$ cat config.mk
export PLATFORM = sky130hd
export DESIGN_NAME = align_unit
export DESIGN_NICKNAME = d
export VERILOG_FILES = /design/src/rtl/align_pkg.sv /design/src/rtl/align_check.sv /design/src/rtl/align_merge.sv /design/src/rtl/align_lanes.sv /design/src/rtl/align_unit.sv
export SDC_FILE = /design/constraint.sdc
export NUM_CORES = 1
export LEC_CHECK = 0
export BUFFER_PORTS_ARGS = -buffer_cell sky130_fd_sc_hd__buf_2
export CORE_MARGIN = 2
export CORE_UTILIZATION = 36
export CTS_BUF_LIST = sky130_fd_sc_hd__clkbuf_4 sky130_fd_sc_hd__clkbuf_8 sky130_fd_sc_hd__clkbuf_16
export CTS_CLUSTER_SIZE = 12
export DETAILED_ROUTE_END_ITERATION = 10
export PLACE_DENSITY = 0.61
export SYNTH_ARGS = -nofsm -noshare
export SYNTH_HDL_FRONTEND = slang
export SYNTH_HIERARCHICAL = 1
export SYNTH_SLANG_ARGS = --single-unit
$ cat constraint.sdc
create_clock -name clk -period 7.7 [get_ports clk]
set_clock_uncertainty 0.15 [all_clocks]
set_input_delay 1.54 -clock clk [delete_from_list [all_inputs] [get_ports clk]]
set_output_delay 1.54 -clock clk [all_outputs]
set_load 0.01 [all_outputs]
$ cat src/rtl/align_pkg.sv
package align_pkg;
  localparam int unsigned WORD_W = 32;
  localparam int unsigned LANES  = WORD_W / 8;
  localparam int unsigned OFS_W  = $clog2(LANES);
  localparam int unsigned SHW    = $clog2(WORD_W) + 1;

  typedef enum logic [1:0] {SZ_BYTE = 2'd0, SZ_HALF = 2'd1, SZ_WORD = 2'd2, SZ_DWORD = 2'd3} acc_size_e;
  typedef enum logic [1:0] {K_LOAD = 2'd0, K_STORE = 2'd1, K_JUMP = 2'd2, K_RETT = 2'd3} acc_kind_e;
  typedef enum logic [1:0] {ST_IDLE, ST_BEAT0, ST_BEAT1, ST_DONE} seq_state_e;

  typedef struct packed {
    logic misaligned;
    logic fixable;
    logic two_beats;
    logic uses_mem;
  } chk_res_t;
endpackage

$ cat src/rtl/align_check.sv
module align_check
  import align_pkg::*;
(
  input  logic [2:0] addr_lo,
  input  acc_size_e  size,
  input  acc_kind_e  kind,
  input  logic       fix_en,
  output chk_res_t   res
);
  logic is_xfer;
  logic mis;

  always_comb begin
    is_xfer = (kind == K_JUMP) || (kind == K_RETT);
    if (is_xfer) begin
      mis = |addr_lo[1:0];
    end else begin
      case (size)
        SZ_BYTE: mis = 1'b0;
        SZ_HALF: mis = addr_lo[0];
        SZ_WORD: mis = |addr_lo[1:0];
        default: mis = |addr_lo;
      endcase
    end
    res.misaligned = mis;
    res.fixable    = fix_en && mis && (is_xfer || (kind == K_LOAD && size == SZ_WORD));
    res.uses_mem   = !is_xfer;
    res.two_beats  = !is_xfer && ((size == SZ_DWORD) || (mis && kind == K_LOAD && size == SZ_WORD));
  end
endmodule

$ cat src/rtl/align_merge.sv
module align_merge
  import align_pkg::*;
(
  input  logic [WORD_W-1:0]   w0,
  input  logic [WORD_W-1:0]   w1,
  input  acc_size_e           size,
  input  logic [OFS_W-1:0]    ofs,
  output logic [2*WORD_W-1:0] data
);
  logic [SHW-1:0]    amt0;
  logic [SHW-1:0]    amt1;
  logic [WORD_W-1:0] sh0;
  logic [WORD_W-1:0] sh1;

  always_comb begin
    amt0 = SHW'({ofs, 3'b000});
    amt1 = SHW'(WORD_W) - amt0;
    sh0  = w0 << amt0;
    sh1  = (ofs == '0) ? '0 : (w1 >> amt1);
    case (size)
      SZ_BYTE:  data = {{(2*WORD_W-8){1'b0}},  sh0[WORD_W-1 -: 8]};
      SZ_HALF:  data = {{(2*WORD_W-16){1'b0}}, sh0[WORD_W-1 -: 16]};
      SZ_WORD:  data = {{WORD_W{1'b0}}, sh0 | sh1};
      default:  data = {w0, w1};
    endcase
  end
endmodule

$ cat src/rtl/align_lanes.sv
module align_lanes
  import align_pkg::*;
(
  input  logic [2*WORD_W-1:0] wdata,
  input  acc_size_e           size,
  input  logic [OFS_W-1:0]    ofs,
  input  logic                beat,
  output logic [WORD_W-1:0]   lane_data,
  output logic [LANES-1:0]    lane_be
);
  localparam logic [LANES-1:0] TOP1 = {1'b1,  {(LANES-1){1'b0}}};
  localparam logic [LANES-1:0] TOP2 = {2'b11, {(LANES-2){1'b0}}};

  always_comb begin
    case (size)
      SZ_BYTE: begin
        lane_data = {LANES{wdata[7:0]}};
        lane_be   = TOP1 >> ofs;
      end
      SZ_HALF: begin
        lane_data = {(LANES/2){wdata[15:0]}};
        lane_be   = TOP2 >> ofs;
      end
      SZ_WORD: begin
        lane_data = wdata[WORD_W-1:0];
        lane_be   = '1;
      end
      default: begin
        lane_data = beat ? wdata[WORD_W-1:0] : wdata[2*WORD_W-1:WORD_W];
        lane_be   = '1;
      end
    endcase
  end
endmodule

$ cat src/rtl/align_unit.sv
module align_unit
  import align_pkg::*;
#(
  parameter int unsigned AW      = 32,
  parameter int unsigned TTW     = 8,
  parameter logic [7:0]  TT_MISA = 8'h07
) (
  input  logic                clk,
  input  logic                rst,
  input  logic                fix_en,
  input  logic                req_valid,
  output logic                req_ready,
  input  logic [AW-1:0]       req_addr,
  input  logic [1:0]          req_size,
  input  logic [1:0]          req_kind,
  input  logic [63:0]         req_wdata,
  output logic                mem_req,
  output logic                mem_we,
  output logic [AW-1:0]       mem_addr,
  output logic [3:0]          mem_be,
  output logic [31:0]         mem_wdata,
  input  logic                mem_rvalid,
  input  logic [31:0]         mem_rdata,
  output logic                trap,
  output logic [TTW-1:0]      trap_type,
  output logic                res_valid,
  output logic [63:0]         res_data
);
  localparam logic [AW-1:0] STEP = AW'(LANES);

  seq_state_e          state;
  logic [AW-1:0]       addr_q;
  logic [OFS_W-1:0]    ofs_q;
  acc_size_e           size_q;
  acc_kind_e           kind_q;
  logic                two_q;
  logic                beat_q;
  logic [WORD_W-1:0]   w0_q;
  logic [2*WORD_W-1:0] wdata_q;
  logic                trap_q;
  logic [TTW-1:0]      tt_q;
  logic                rv_q;
  logic [2*WORD_W-1:0] rd_q;

  chk_res_t            chk;
  logic [WORD_W-1:0]   mw0;
  logic [2*WORD_W-1:0] merged;
  logic [AW-1:0]       xfer_tgt;

  align_check u_check (
    .addr_lo (req_addr[2:0]),
    .size    (acc_size_e'(req_size)),
    .kind    (acc_kind_e'(req_kind)),
    .fix_en  (fix_en),
    .res     (chk)
  );

  assign mw0 = (state == ST_BEAT0) ? mem_rdata : w0_q;

  align_merge u_merge (
    .w0   (mw0),
    .w1   (mem_rdata),
    .size (size_q),
    .ofs  (ofs_q),
    .data (merged)
  );

  align_lanes u_lanes (
    .wdata     (wdata_q),
    .size      (size_q),
    .ofs       (ofs_q),
    .beat      (beat_q),
    .lane_data (mem_wdata),
    .lane_be   (mem_be)
  );

  assign xfer_tgt = chk.misaligned ? {req_addr[AW-1:2], 2'b00} : req_addr;

  always_ff @(posedge clk) begin
    if (rst) begin
      state   <= ST_IDLE;
      addr_q  <= '0;
      ofs_q   <= '0;
      size_q  <= SZ_BYTE;
      kind_q  <= K_LOAD;
      two_q   <= 1'b0;
      beat_q  <= 1'b0;
      w0_q    <= '0;
      wdata_q <= '0;
      trap_q  <= 1'b0;
      tt_q    <= '0;
      rv_q    <= 1'b0;
      rd_q    <= '0;
    end else begin
      trap_q <= 1'b0;
      tt_q   <= '0;
      rv_q   <= 1'b0;
      case (state)
        ST_IDLE: begin
          if (req_valid) begin
            addr_q  <= {req_addr[AW-1:2], 2'b00};
            ofs_q   <= req_addr[OFS_W-1:0];
            size_q  <= acc_size_e'(req_size);
            kind_q  <= acc_kind_e'(req_kind);
            two_q   <= chk.two_beats;
            beat_q  <= 1'b0;
            wdata_q <= req_wdata;
            if (chk.misaligned && !chk.fixable) begin
              trap_q <= 1'b1;
              tt_q   <= TTW'(TT_MISA);
            end else if (!chk.uses_mem) begin
              state <= ST_DONE;
              rv_q  <= 1'b1;
              rd_q  <= {{(2*WORD_W-AW){1'b0}}, xfer_tgt};
            end else begin
              state <= ST_BEAT0;
            end
          end
        end
        ST_BEAT0: begin
          if (mem_rvalid) begin
            w0_q <= mem_rdata;
            if (two_q) begin
              state  <= ST_BEAT1;
              addr_q <= addr_q + STEP;
              beat_q <= 1'b1;
            end else begin
              state <= ST_DONE;
              rv_q  <= 1'b1;
              rd_q  <= (kind_q == K_STORE) ? '0 : merged;
            end
          end
        end
        ST_BEAT1: begin
          if (mem_rvalid) begin
            state <= ST_DONE;
            rv_q  <= 1'b1;
            rd_q  <= (kind_q == K_STORE) ? '0 : merged;
          end
        end
        default: state <= ST_IDLE;
      endcase
    end
  end

  assign req_ready = (state == ST_IDLE);
  assign mem_req   = (state == ST_BEAT0) || (state == ST_BEAT1);
  assign mem_we    = (kind_q == K_STORE);
  assign mem_addr  = addr_q;
  assign trap      = trap_q;
  assign trap_type = tt_q;
  assign res_valid = rv_q;
  assign res_data  = rd_q;
endmodule

---- Word level (Yosys, flattened, before mapping) ----
Cells that the tools add are included.
storage, ports and cells
  flip-flop bits (word level) ............. 212
  bits of input ports ..................... 137
  output and inout bits ................... 145
  logic and storage cells ................. 108
cells by class
  $add $sub $neg .......................... 2
  eq/ne operators ......................... 17
  shifts and indexed selects .............. 4
  mux-type cells .......................... 41
  bitwise gates (word level) .............. 3
  reductions and logical operators ........ 28
operator list
  operator                 count
  $mux W64                 7
  $pmux W64 S3             2
  $mux W32                 6
  $pmux W32 S3             1
  $pmux W32 S2             1
  $add A32 B3 Y32 const B  1
  $or A32 B32 Y32          1
  $shl A32 B5 Y32          1
  $shr A32 B6 Y32          1
  $eq A2 B2 Y1 const B     6
  $mux W1                  12
  $mux W2                  6
  $ne A2 B2 Y1 const B     6
  $logic_not A2 Y1         5
  $eq A2 B1 Y1 const B     4
  $pmux W4 S2              1
  $reduce_and A4 Y1        2
  $shr A4 B2 Y4 const A    2
  $logic_and A1 B1 Y1      7
  $reduce_and A7 Y1        1
  $pmux W1 S3              2
  $pmux W2 S3              1
  $reduce_or A3 Y1         2
  $sub A6 B5 Y6 const A    1
  10 further kinds         16

---- Depth between registers and ports, before layout ----
  depth in word-level cells ............... 10
  gate-level depth with buffers ........... 13
  depth with buffers taken out ............ 11

---- Hierarchy ----
Netlist, hierarchy kept.
by module, submodules not included
  module       times used  cells each  area an instance (um^2)  sequential area each (um^2)
  align_unit   1           1130        8963.6                   4043.9
  align_merge  1           287         1911.8                   0.0
  align_lanes  1           112         913.4                    0.0
  align_check  1           11          70.1                     0.0

---- Worst setup path before layout ----
Ideal clock, no wire load.
  path type ............................... input -> register
  from .................................... in req_kind[1]
  to ...................................... reg rd_q[25], in the netlist res_data[25]
  library setup time ...................... 0.132 ns
  arrival ................................. 3.151 ns
  required time ........................... 7.418 ns
  setup slack ............................. 4.267 ns
  cell stages on the path ................. 10
  path buffers ............................ 2
  cell sequence ........................... nand3b_1 > a21oi_2 > and3b_1 > nand2b_1 > a21boi_1 > or3b_1 > buf_2 > buf_6 > a311oi_1 > nor3_1
RTL lines
  item                  RTL line           RTL
  start, declared       align_unit.sv:15   input logic [1:0] req_kind,
  end signal, assigned  align_unit.sv:114  rd_q <= {{(2*WORD_W-AW){1'b0}}, xfer_tgt};
  end signal, assigned  align_unit.sv:130  rd_q <= (kind_q == K_STORE) ? '0 : merged;
  end signal, assigned  align_unit.sv:138  rd_q <= (kind_q == K_STORE) ? '0 : merged;
  end, declared         align_unit.sv:43   logic [2*WORD_W-1:0] rd_q;

---- Worst setup path after layout ----
  from .................................... reg size_q[1]
  to ...................................... out mem_wdata[5]
on the way
  cells in the longest elaborated chain, start to end .. 2
  elaborated cells on any way between the ends .. 4
  those cells by class .................... eq/ne (2); mux (1); reduce/logical (1)
ends and longest elaborated chain
  item                                  RTL line           RTL
  start, declared                       align_unit.sv:34   acc_size_e size_q;
  start signal, assigned                align_unit.sv:103  size_q <= acc_size_e'(req_size);
  $eq A2 B2 Y1 (tied with other cells)  align_lanes.sv:15  case (size)
  $pmux W32 S3 *                        align_lanes.sv:15
  end, declared                         align_unit.sv:21   output logic [31:0] mem_wdata,
Every way passes the cells marked *; elsewhere a longest branch is shown, timed or not.

==> impl_metrics.yaml <==
detailed_routing:
  post_drt_via_cell_ratio: 5.62
  dr.pass1.iters: 6
  drc: 0
  dr_total_vias: 12245
  postRouteAntennaNets: 0
  detailedRoute.firstIterationViolations: 1104
  drt_wl_total_um: 43900
  routed_wire_length_per_instance_um: 20.2
worst_setup_path:
  worst_ep_required_time_ns: 6.01
  largest_stage_delay_on_the_critical_path_ns: 0.67
  crit_path_max_fanout: 79
  cp_cell_sequence: "buf_4, nand2_2, mux2_2, buf_2"
  critical_path.slowest_cell: "sky130_fd_sc_hd__buf_4"
  timing.critical_path.from: "size_q[1]$_SDFFE_PP0N_"
  timing.critical_path.depth: 4
  reg2reg_depth: 8
  critical_path_buf_inv_count: 2
  reg2reg_from: "ofs_q[0]$_SDFFE_PP0N_"
  crit_path_start_kind: "flop"
  worst_setup_path_end_kind: "primary output"
  worst-setup-path-type: "flop to primary output"
  cpLargestDelayFamily: "buffers and inverters"
  worst-r2r-setup-slack_ns: 3.70
  critPathArrivalTime_ns: 2.66
logic_synthesis:
  synth.cells.most_frequent: "sky130_fd_sc_hd__nand2_1 (298), sky130_fd_sc_hd__dfxtp_1 (202), sky130_fd_sc_hd__a21oi_1 (177), sky130_fd_sc_hd__nor2_1 (115), sky130_fd_sc_hd__clkbuf_1 (83)"
  postSynthAreaPerCell_um2: 7.70
  synth_edf_count: 0
  ys_seq_elements: 202
  ys.warnings.count: 6
  yosys-top-cells-area: "sky130_fd_sc_hd__dfxtp_1 (34%), sky130_fd_sc_hd__nand2_1 (9.4%), sky130_fd_sc_hd__a21oi_1 (7.5%)"
  yosysTopAreaCell: "sky130_fd_sc_hd__dfxtp_1"
  dominantRegCellSynth: "sky130_fd_sc_hd__dfxtp_1"
  synth_top_area_share_pct: 34.1
  synth_cell_types: 70
  netlist_area_um2: 11900
  synth_async_sr_flop_share_pct: 0
  synthCells: 1540
  synth_most_common_cell: "sky130_fd_sc_hd__nand2_1"
  yosysSeqAreaShare_pct: 34.1
sta:
  period_minus_slack_ns: 4.35
  timing.fmax_mhz: 230
  maxSlewViolCount: 0
  maxSlewHeadroom_pct: 18.4
  setup_violations: 0
  layout_worst_path_cycle_share_pct: 56.5
  hold-worst-slack_ns: 0.303
  grt_setup_unrepaired: "no"
  report.final.hold_viol_count: 0
  setup_total_negative_slack_ns: 0
  worst_pin_slew_ns: 1.22
hold_path:
  timing.hold.worst_path_depth: 2
  timing.hold.worst.class: "flop to flop"
  worstHoldStart: "w0_q[2]$_SDFFE_PP0P_"
global_route:
  groute.layer.met1.usage_pct: 33.5
  vias_in_the_first_global_route: 10970
  grt_busiest_layer: "met2"
  grt_antenna_before_repair: 8
  grt_util_met2_pct: 37.9
  grt-ovfl-total: 0
  global_route.usage.total_pct: 24.2
  grt_util_met3_pct: 4.32
  grt_first_pass_wirelength_um: 64900
  grt_start_max_net_pins: 110
power_and_ir_drop:
  finalPower_w: 0.00451
  total_leakage_power_nw: 5.59
  peakVddDrop_mv: 0.246
  power_density_nw_per_um2: 321
finish:
  final_layout_size_suffix_gt1_share_pct: 24.4
  design.final.nets: 1861
  layout.cells.non_filler: 2180
  layout.filler_cells: 3337
  syn2layout_area_growth_pct: 18.6
floorplanning:
  floorplan.die.height_um: 185
  chipWidth_um: 185
  coreArea_um2: 32500
  fp.dieArea_um2: 34400
  io_pins: 282
  floorplan.initialDensity_pct: 36.5
  core.rowCount: 66
cts:
  clock_buffer_count_from_cts: 25
  post_cts_buffers: 0
  worst_skew_pair.late_latency_ns: 0.54
  h-tree-depth: 1
  post_cts_resized: 0
  tritoncts_clock_tree: "built"
  cts_root_cell: "sky130_fd_sc_hd__clkbuf_16"
  cts.hold.buffers_added: 0
  worst_case_clock_buffer_depth: 3
  clkSinkCount: 202
  clk_transition_reported_paths_ns: 0.06
placement:
  cell_total_after_placement: 2132
  globalplace.congestion: 0.921
  buffer_ports.inserted: 274
  dp_hpwl_um: 30700
run_status:
  status: "complete, no violations"
flow_run:
  timing.max_cap.violations: 0
-- worst min-delay path, cell delays in order, from the launching register on --
cell                      delay, ns
sky130_fd_sc_hd__dfxtp_1       0.31
sky130_fd_sc_hd__nand2_1       0.05
sky130_fd_sc_hd__a21oi_1       0.05
-- per-layer routing --
layer | wire length (µm) | part of all wire [%] | vias up
li1 | - | - | 5818
met1 | 19400 | 44 | 5829
met2 | 19800 | 45 | 510
met3 | 3360 | 7.7 | 82
met4 | 1340 | 3.0 | 6
met5 | 44 | 0.10 | -
-- placed cells by master (no fill, tap or decap), types with 8 or more instances in the layout --
| cell type | instances |
|---|---|
| sky130_fd_sc_hd__nand3b_1 | 8 |
| sky130_fd_sc_hd__nor3_1 | 44 |
| sky130_fd_sc_hd__o22ai_1 | 18 |
| sky130_fd_sc_hd__nor2_1 | 115 |
| sky130_fd_sc_hd__clkbuf_16 | 25 |
| sky130_fd_sc_hd__o21ai_0 | 37 |
| sky130_fd_sc_hd__nor2b_1 | 35 |
| sky130_fd_sc_hd__mux2i_1 | 64 |
| sky130_fd_sc_hd__o2bb2ai_1 | 12 |
| sky130_fd_sc_hd__and3_1 | 36 |
| sky130_fd_sc_hd__a22oi_1 | 16 |
| sky130_fd_sc_hd__mux2_2 | 51 |
| sky130_fd_sc_hd__dfxtp_1 | 199 |
| sky130_fd_sc_hd__mux4_2 | 10 |
| sky130_fd_sc_hd__mux2_4 | 8 |
| sky130_fd_sc_hd__a2111oi_0 | 8 |
| sky130_fd_sc_hd__buf_4 | 17 |
| sky130_fd_sc_hd__nand3_1 | 49 |
| sky130_fd_sc_hd__a311oi_1 | 35 |
| sky130_fd_sc_hd__nand2_1 | 297 |
| sky130_fd_sc_hd__nand4_1 | 13 |
| sky130_fd_sc_hd__a21oi_1 | 177 |
| sky130_fd_sc_hd__buf_2 | 273 |
| sky130_fd_sc_hd__nand2b_1 | 10 |
| sky130_fd_sc_hd__a31oi_1 | 22 |
| sky130_fd_sc_hd__inv_1 | 18 |
-- path summary, 6_finish.rpt --
path | to
min reg2reg | w0_q[2]$_SDFFE_PP0P_
min | w0_q[2]$_SDFFE_PP0P_
max | mem_wdata[5]
max reg2reg | res_data[0]$_SDFFE_PP0P_
-- layout make-up --
type	count	area (µm²)	area share, %
sequential	202	4050	28.8
antenna	6	15.0	0.107
timing repair buffer	291	1510	10.7
multi-input combinational	1178	7070	50.3
tap	442	553	3.93
clock inverter	7	70.1	0.498
inverter	19	71.3	0.507
clock buffer	35	726	5.16
-- sequential cells by signal (all words and copies together), names as in the netlist --
name,cells
res_data,64
state,2
trap_type,1
kind_q,2
w0_q,32
ofs_q,2
res_valid,1
two_q,1
wdata_q,64
beat_q,1
size_q,2
mem_addr,30
-- where the power goes --
group | internal (W) | switching, W | leakage, nW
sequential | 0.00125 | 0.000223 | 1.65
clock | 0.000686 | 0.000473 | 0.399
combinational | 0.000681 | 0.00120 | 3.54
total | 0.00262 | 0.00190 | 5.59
-- stage by stage --
stage          instance area (µm²)  util (%)  setup WS, ns
2_1_floorplan                11900         -          4.27
3_3_place_gp                 13200      40.8          3.70
3_5_place_dp                 13200      40.8          3.59
4_1_cts                      14000      43.3          3.30
5_1_grt                      14100      43.3          3.18
6_report                     14100      43.3          3.35
-- cell families after synthesis --
group,count (synthesis),synth area share (%)
buffers and inverters,166,6.57
and+or+nand+nor,654,25.4
adders and majority gates,7,0.739
muxes,133,13.2
AOI/OAI and AO/OA,377,20.0
DFF,202,34.1
other,1,0.0316
No activity file was read; power rests on OpenSTA's default activity.
